===== src/rtl/ltpg_pkg.sv =====
package ltpg_pkg;
    typedef enum logic [1:0] {
        ST_CHECK = 2'd0,
        ST_HOLD  = 2'd1,
        ST_DONE  = 2'd2
    } ltpg_state_e;
endpackage


===== src/rtl/ltpg_ring_gen.sv =====
// Base pattern source: rotate left one bit per advance, complement on wrap.
module ltpg_ring_gen #(
    parameter int WIDTH = 8,
    parameter logic [WIDTH-1:0] SEED = 8'b1011_0010
) (
    input  logic             clk,
    input  logic             rst,
    input  logic             advance,
    output logic [WIDTH-1:0] pattern
);
    localparam int POS_W = (WIDTH > 2) ? $clog2(WIDTH) : 1;
    localparam logic [POS_W-1:0] POS_LAST = POS_W'(WIDTH - 1);

    logic [WIDTH-1:0] ring_q;
    logic [POS_W-1:0] pos_q;
    logic [WIDTH-1:0] rotated;

    assign rotated = {ring_q[WIDTH-2:0], ring_q[WIDTH-1]};
    assign pattern = ring_q;

    always_ff @(posedge clk) begin
        if (rst) begin
            ring_q <= SEED;
            pos_q  <= '0;
        end else if (advance) begin
            if (pos_q == POS_LAST) begin
                ring_q <= ~rotated;
                pos_q  <= '0;
            end else begin
                ring_q <= rotated;
                pos_q  <= pos_q + 1'b1;
            end
        end
    end
endmodule


===== src/rtl/ltpg_toggle_count.sv =====
// Bitwise XOR followed by an adder chain that sums the toggling positions.
module ltpg_toggle_count #(
    parameter int WIDTH = 8,
    parameter int CNT_W = 4
) (
    input  logic [WIDTH-1:0] vec_a,
    input  logic [WIDTH-1:0] vec_b,
    output logic [CNT_W-1:0] count
);
    logic [WIDTH-1:0] diff;
    assign diff = vec_a ^ vec_b;

    always_comb begin
        count = '0;
        for (int i = 0; i < WIDTH; i++) begin
            count = count + CNT_W'(diff[i]);
        end
    end
endmodule


===== src/rtl/ltpg_bridge_mux.sv =====
// Per-bit selection: upper half from the coming pattern, lower half from the applied one.
module ltpg_bridge_mux #(
    parameter int WIDTH = 8
) (
    input  logic [WIDTH-1:0] prev_vec,
    input  logic [WIDTH-1:0] next_vec,
    output logic [WIDTH-1:0] bridge
);
    localparam int HALF = WIDTH / 2;

    for (genvar i = 0; i < WIDTH; i++) begin : g_bit
        if (i >= HALF) begin : g_hi
            assign bridge[i] = next_vec[i];
        end else begin : g_lo
            assign bridge[i] = prev_vec[i];
        end
    end
endmodule


===== src/rtl/ltpg_top.sv =====
module ltpg_top #(
    parameter int WIDTH = 8,
    parameter int THRESH = 4,
    parameter int NUM_PATTERNS = 12,
    parameter logic [WIDTH-1:0] SEED = 8'b1011_0010
) (
    input  logic             clk,
    input  logic             rst,
    output logic [WIDTH-1:0] test_vec,
    output logic             vec_valid,
    output logic             vec_bridge,
    output logic             test_done
);
    import ltpg_pkg::*;

    localparam int CNT_W = $clog2(WIDTH + 1);
    localparam int PCNT_W = $clog2(NUM_PATTERNS + 1);
    localparam logic [CNT_W-1:0] THR_C = CNT_W'(THRESH);
    localparam logic [PCNT_W-1:0] LAST_IDX = PCNT_W'(NUM_PATTERNS - 1);

    ltpg_state_e      state_q, state_d;
    logic [WIDTH-1:0] candidate;
    logic [WIDTH-1:0] bridge_vec;
    logic [CNT_W-1:0] toggles;
    logic [PCNT_W-1:0] applied_q;
    logic             over;
    logic             final_pat;
    logic             advance;

    ltpg_ring_gen #(.WIDTH(WIDTH), .SEED(SEED)) u_ring (
        .clk     (clk),
        .rst     (rst),
        .advance (advance),
        .pattern (candidate)
    );

    ltpg_toggle_count #(.WIDTH(WIDTH), .CNT_W(CNT_W)) u_count (
        .vec_a (candidate),
        .vec_b (test_vec),
        .count (toggles)
    );

    ltpg_bridge_mux #(.WIDTH(WIDTH)) u_mux (
        .prev_vec (test_vec),
        .next_vec (candidate),
        .bridge   (bridge_vec)
    );

    assign over      = (toggles > THR_C);
    assign final_pat = (applied_q == LAST_IDX);
    assign advance   = ((state_q == ST_CHECK) && !over) || (state_q == ST_HOLD);

    // State register
    always_ff @(posedge clk) begin
        if (rst) state_q <= ST_CHECK;
        else     state_q <= state_d;
    end

    // Next-state logic
    always_comb begin
        state_d = state_q;
        unique case (state_q)
            ST_CHECK: begin
                if (over)           state_d = ST_HOLD;
                else if (final_pat) state_d = ST_DONE;
                else                state_d = ST_CHECK;
            end
            ST_HOLD:  state_d = final_pat ? ST_DONE : ST_CHECK;
            ST_DONE:  state_d = ST_DONE;
            default:  state_d = ST_DONE;
        endcase
    end

    // Registered outputs and applied-pattern counter
    always_ff @(posedge clk) begin
        if (rst) begin
            test_vec   <= '0;
            vec_valid  <= 1'b0;
            vec_bridge <= 1'b0;
            test_done  <= 1'b0;
            applied_q  <= '0;
        end else begin
            unique case (state_q)
                ST_CHECK: begin
                    vec_valid <= 1'b1;
                    if (over) begin
                        test_vec   <= bridge_vec;
                        vec_bridge <= 1'b1;
                    end else begin
                        test_vec   <= candidate;
                        vec_bridge <= 1'b0;
                        applied_q  <= applied_q + 1'b1;
                    end
                end
                ST_HOLD: begin
                    test_vec   <= candidate;
                    vec_valid  <= 1'b1;
                    vec_bridge <= 1'b0;
                    applied_q  <= applied_q + 1'b1;
                end
                ST_DONE: begin
                    vec_valid  <= 1'b0;
                    vec_bridge <= 1'b0;
                    test_done  <= 1'b1;
                end
                default: begin
                    vec_valid  <= 1'b0;
                    vec_bridge <= 1'b0;
                end
            endcase
        end
    end
endmodule


===== config.mk =====
export PLATFORM = sky130hd
export DESIGN_NAME = ltpg_top
export DESIGN_NICKNAME = d
export VERILOG_FILES = /design/src/rtl/ltpg_pkg.sv /design/src/rtl/ltpg_ring_gen.sv /design/src/rtl/ltpg_toggle_count.sv /design/src/rtl/ltpg_bridge_mux.sv /design/src/rtl/ltpg_top.sv
export SDC_FILE = /design/constraint.sdc
export NUM_CORES = 1
export LEC_CHECK = 0
export BUFFER_PORTS_ARGS = -buffer_cell sky130_fd_sc_hd__buf_2
export CAP_MARGIN = 40
export CORE_MARGIN = 8
export CORE_UTILIZATION = 45
export CTS_BUF_LIST = sky130_fd_sc_hd__clkbuf_16
export CTS_CLUSTER_SIZE = 24
export DETAILED_ROUTE_END_ITERATION = 16
export GPL_TIMING_DRIVEN = 0
export PLACE_DENSITY_LB_ADDON = 0.2
export SYNTH_ARGS = -nofsm -noshare
export SYNTH_HDL_FRONTEND = slang
export SYNTH_SLANG_ARGS = --single-unit

===== constraint.sdc =====
create_clock -name clk -period 5.5 [get_ports clk]
set_input_delay 0.55 -clock clk [delete_from_list [all_inputs] [get_ports clk]]
set_output_delay 0.55 -clock clk [all_outputs]
set_load 0.01 [all_outputs]

* After elaboration in Yosys (flattened, before gate mapping)
Index checks and enable logic that the tools add are counted.
** Word-level totals
- Flip-flop bits (word level) :: 28
- Word-level logic and storage cells :: 46
- Input bits :: 2
** Operators by class
- $add $sub $neg :: 9
- Bitwise gates (word level) :: 3
- Equality and inequality tests :: 5
- Mux-type cells :: 11
- Order comparisons :: 1
- Reduce and logical (&&, ||, !) cells :: 8
** Operator list (number)
- 4-bit by 1-bit adder with 4-bit output :: 6
- 8-bit case mux with 2 select lines :: 1
- 4-bit 2-to-1 mux :: 2
- 8-bit 2-to-1 mux :: 1
- 8-bit NOT :: 1
- 4-bit case mux with 2 select lines :: 1
- 8-bit XOR :: 1
- 4-bit by 1-bit adder with 4-bit output (second input constant) :: 1
- 4-bit equality test (second input constant) :: 1
- 4-bit by 3-bit greater-than comparator with 1-bit output (second input constant) :: 1
- 2-bit 2-to-1 mux :: 2
- 2-bit case mux with 2 select lines :: 1
- 2-bit OR reduction :: 2
- 3-bit by 1-bit adder with 3-bit output (second input constant) :: 1
- 3-bit equality test (second input constant) :: 1
- 3-bit 2-to-1 mux :: 1
- 1-bit by 1-bit adder with 2-bit output :: 1
- 2-bit by 1-bit equality test with 1-bit output (second input constant) :: 1
- 2-bit equality test (second input constant) :: 1
- 2-bit zero test :: 1
- 1-bit 2-to-1 mux :: 2
- 2-bit inequality test (second input constant) :: 1
- 2-bit AND reduction :: 1
- 2-bit nonzero test :: 1
- 4 further kinds :: 4

* Logic depth before layout (Yosys ltp)
- Depth after elaboration :: 12
- Depth in mapped cells :: 13
- Gate-level depth less buffers :: 12

* Modules after synthesis
A second synthesis with hierarchy kept.
** Second synthesis, totals
- Cell total of the unflattened synthesis :: 166
- Area, all modules :: 1584.0 µm²
** Modules (own cells, without submodules)
- ltpg_top :: area an instance 800.8 µm², cells each 83, instances 1, seq. area each 340.3 µm²
- ltpg_ring_gen :: area an instance 485.5 µm², cells each 49, instances 1, seq. area each 220.2 µm²
- ltpg_toggle_count :: area an instance 237.7 µm², cells each 26, instances 1, seq. area each 0.0 µm²
- ltpg_bridge_mux :: area an instance 60.1 µm², cells each 8, instances 1, seq. area each 0.0 µm²

* Least setup slack after synthesis
No wires, ideal clock.
- Kind :: register -> register
- Start point :: reg u_ring.ring_q[0], in the netlist u_ring.pattern[0]
- End point :: reg applied_q[2]
- Buffers on the path :: 0
- Setup time :: 121 ps
- Stages on the path, launching flop included :: 13
- Arrival :: 3692 ps
- Clock period less this slack :: 3814 ps
- Data required time :: 5379 ps
- Slack :: 1686 ps
- Path through :: dfxtp_1 -> xor2_1 -> ha_1 -> fa_1 -> inv_1 -> fa_1 -> inv_1 -> fa_1 -> fa_1 -> xnor2_1 -> o22a_2 -> and3_1 -> mux2_4
** On the way
- Cells in the longest elaborated chain, start to end :: 11
** Ends and longest elaborated chain
- start: declaration :: RTL line ltpg_ring_gen.sv:14 : logic [WIDTH-1:0] ring_q;
- start signal: assignment :: RTL line ltpg_ring_gen.sv:27 : ring_q <= ~rotated;
- start signal: assignment :: RTL line ltpg_ring_gen.sv:30 : ring_q <= rotated;
- 8-bit XOR :: RTL line ltpg_toggle_count.sv:11 : assign diff = vec_a ^ vec_b;
- 1-bit by 1-bit adder with 2-bit output :: RTL line ltpg_toggle_count.sv:16 : count = count + CNT_W'(diff[i]);
- 4-bit by 1-bit adder with 4-bit output (6 in series) :: RTL line ltpg_toggle_count.sv:16
- 4-bit by 3-bit greater-than comparator with 1-bit output :: RTL line ltpg_top.sv:49 : assign over = (toggles > THR_C);
- 2-bit inequality test (no source line)
- 2-bit AND reduction (no source line)
- end signal: assignment :: RTL line ltpg_top.sv:92 : applied_q <= applied_q + 1'b1;
- end signal: assignment :: RTL line ltpg_top.sv:99 : applied_q <= applied_q + 1'b1;
- end: declaration :: RTL line ltpg_top.sv:25 : logic [PCNT_W-1:0] applied_q;
No other way between the ends.
A chain may end at the register's enable or synchronous reset.

* Worst setup path after layout
- Start point :: reg u_ring.ring_q[0], in the netlist u_ring.pattern[0]
- End point :: reg test_vec[2]
** On the way
- Cells in the longest elaborated chain, start to end :: 11
** Ends and longest elaborated chain
- 8-bit XOR :: RTL line ltpg_toggle_count.sv:11
- 1-bit by 1-bit adder with 2-bit output :: RTL line ltpg_toggle_count.sv:16
- 4-bit by 1-bit adder with 4-bit output (6 in series) :: RTL line ltpg_toggle_count.sv:16
- 4-bit by 3-bit greater-than comparator with 1-bit output :: RTL line ltpg_top.sv:49
- 2-bit inequality test (no source line)
- 2-bit AND reduction (no source line)
- end signal: assignment :: RTL line ltpg_top.sv:87 : test_vec <= bridge_vec;
- end signal: assignment :: RTL line ltpg_top.sv:90 : test_vec <= candidate;
- end signal: assignment :: RTL line ltpg_top.sv:96 : test_vec <= candidate;
- end: declaration :: RTL line ltpg_top.sv:9 : output logic [WIDTH-1:0] test_vec,
No other way between the ends.

==> key figures <==
Run status
  • Status: finished, final reports clean

Route
  • Pre-antenna DRT Iters: 3
  • Vias per cell: 5.10
  • Drt wl/cell: about 13 um
  • ANT nets after route: 0
  • DR iter-0 viols: 42
  • DRC: 0
  • Via count: a little under 1000
  • Drt total wl: between 2 and 2.5 mm

Clock tree
  • Num CTS Buffers: 3
  • Clock-pin slew on the worst setup and hold paths: ~0.07 ns
  • H-tree depth: 1
  • Post-CTS Setup Repair Bufs: 0
  • CTS resizes: 0
  • Root buffer cell: clkbuf_16
  • Max clock buf depth: 2
  • Clock Latency Late Sink: roughly 0.26 ns
  • Post-CTS Hold Fix Bufs: 0
  • Clk sinks: 28
  • TritonCTS clock tree: built

Global route
  • Largest net degree at the start of global routing: 16
  • Vias in the first global route: ~950
  • Met1 Track Usage GR: 12.4%
  • Met3 layer usage reported by global route: 3.07%
  • GRT overflow: 0
  • M2 GR Usage: 16.9%
  • Global-route wire length before repair: between 4 and 5 mm
  • Initial antenna violation count: 0
  • Total track usage: 10.6%
  • Grt peak-use layer: met2

Logic synthesis
  • Post-synth top area share: between 40 and 50%
  • Async S/R FF share, synth: 0%
  • Register area share after synthesis: between 40% and 50%
  • Cells after Synth: roughly 140
  • Top FF cell, synth: dfxtp_1
  • Synth area leader: dfxtp_1
  • Most common cell in the synthesized netlist: dfxtp_1
  • Synthesized area per cell: 9.64 um2
  • Syn_nets: 155
  • Register bit total from synthesis: 28
  • Synth top area cells: dfxtp_1, xor2_1, mux2i_1, fa_1, ha_1
  • Post-synth EDFFs: 0
  • Post-Syn Area: 1380 um2
  • Synth cell count leaders: dfxtp_1, nor2_1, xor2_1
  • Synth cell types: 28
  • Number of warning messages in the yosys log: 0

Timing
  • RSZ-0062 raised after global routing: no
  • Tcrit/Tclk final: approximately three quarters
  • Final Max Slew Viols: 0
  • Setup Viol. Count Final: 0
  • Max Clock Freq: roughly 250 MHz
  • Final min period: 4.07 ns
  • Final Skew: 0.00460 ns
  • Worst-margin pin slew: about 0.55 ns
  • Setup TNS: 0 ns
  • Slew headroom: approximately 63%
  • Final Hold Vio Count: 0

Critical path
  • Setup CP Type: reg -> reg
  • Crit path launch type: register
  • Critical Path Sink Type: register
  • R2R setup slack: 1.43 ns
  • Reg2reg end: test_vec[2]
  • Required time of the critical path: between 5 and 6 ns
  • Max FO, Critical Path: 10
  • Reg2reg path depth: 13
  • RR Startpoint: u_ring.pattern[0]
  • Worst EP arrival: between 4 and 5 ns

Floorplanning
  • IO Count: 13
  • Core Box Area: 2980 um2
  • Die Wd: between 70 and 80 um
  • Die area: 5090 um2
  • Initial Util: 46.3%
  • Std cell rows: 20
  • Die Span Y: 71.4 um

Min path
  • Hold_sp: test_done
  • Worst Hold Endpoint: test_done
  • Worst min-delay path class: reg -> reg
  • Worst hold path cell count: 2

Finish
  • Fraction of layout cells with a size suffix above 1: 16.5%
  • Antenna Cells: 0
  • Area growth syn-to-layout: 12.7%
  • NumNets Final: approximately 170

Place
  • Routability cong.: about 0.78
  • # port buffers: 11
  • HPWL after DPL: between 1.5 and 2 mm

Flow run
  • Max-Cap Viols: 0
## layout make-up
| class | count | area, um2 |
|---|---|---|
| Buffer | 12 | 73.8 |
| Clock buffer | 3 | 75.1 |
| Clock inverter | 1 | 3.75 |
| Fill cell | 286 | 1420 |
| Inverter | 5 | 18.8 |
| Multi-Input combinational cell | 98 | 726 |
| Sequential cell | 28 | 561 |
| Tap cell | 33 | 41.3 |
| Timing Repair Buffer | 11 | 55.1 |
## critical path, stage by stage, from the launching register on
cell      delay, ns
dfxtp_1        0.39
xor2_1         0.20
ha_1           0.28
fa_1           0.54
inv_1          0.06
fa_1           0.52
inv_1          0.05
fa_1           0.46
fa_1           0.51
o21bai_1       0.11
o221ai_2       0.34
buf_6          0.23
mux2i_1        0.20
nor2_1         0.05
## logic make-up after synthesis
| kind of cell | count (synthesis) | share of synthesized area (%) |
|---|---|---|
| AND/OR/NAND/NOR | 41 | 13.4 |
| flip-flops | 28 | 40.7 |
| XOR/XNOR | 18 | 11.4 |
| AO/OA/AOI/OAI | 17 | 7.44 |
| buffers and inverters | 17 | 6.71 |
| multiplexers | 12 | 9.07 |
| adder cells (fa/ha/maj) | 10 | 11.3 |
## registers in the layout (all words and copies together) (netlist names)
| signal | flops |
|---|---|
| vec_bridge | 1 |
| u_ring.pos_q | 3 |
| test_done | 1 |
| state_q | 2 |
| applied_q | 4 |
| vec_valid | 1 |
| u_ring.pattern | 8 |
| test_vec | 8 |
## stage by stage
| stage | util [%] | setup slack [ns] | hold WS [ns] | instance area [um2] | std cells |
|---|---|---|---|---|---|
| 2_1_floorplan | - | 1.69 | 0.449 | 1380 | 143 |
| 3_5_place_dp | 49.5 | 1.43 | 0.459 | 1480 | 187 |
| 6_report | 52.2 | 1.43 | 0.479 | 1550 | 191 |
| 4_1_cts | 52.2 | 1.40 | 0.478 | 1550 | 191 |
| 3_3_place_gp | 49.5 | 1.45 | 0.450 | 1480 | 187 |
| 5_1_grt | 52.2 | 1.18 | 0.505 | 1550 | 191 |
## worst max path at each step
stage,startpoint,to,cells after the start
6_report,u_ring.pattern[0],test_vec[2],13
5_1_grt,u_ring.pattern[0],test_vec[2],13
4_1_cts,u_ring.pattern[0],u_ring.pos_q[1],13
3_5_place_dp,u_ring.pattern[0],u_ring.pos_q[1],13
3_3_place_gp,u_ring.pattern[0],test_vec[1],13
2_1_floorplan,u_ring.pattern[0],applied_q[2],12
## layout by cell type, fill, tap and decap left out
cell / instances
nand2_1: 5
clkbuf_16: 3
nor2b_1: 1
mux2_4: 1
ha_1: 6
o22a_2: 1
buf_4: 5
o21bai_1: 1
dfxtp_1: 28
clkbuf_1: 4
nor3_1: 6
clkbuf_2: 1
nor2_1: 19
and3_1: 1
buf_6: 1
inv_1: 4
nand2b_1: 1
buf_2: 12
clkinv_1: 1
inv_2: 1
mux2i_1: 11
o21ai_0: 1
o221ai_2: 1
xnor2_1: 3
or3_1: 2
fa_1: 4
a21oi_1: 13
nand3_1: 5
nand4b_1: 1
xor2_1: 15
## metal layers
layer | vias up | part of all wire (%)
li1 | 504 | -
met1 | 456 | 49
met2 | 9 | 45
met3 | 5 | 3.4
met4 | 0 | 2.3
met5 | - | 0
Power is left out: the tool's default activity adds up to more than one toggle a clock period on the data nets, which glitch-free logic cannot reach.
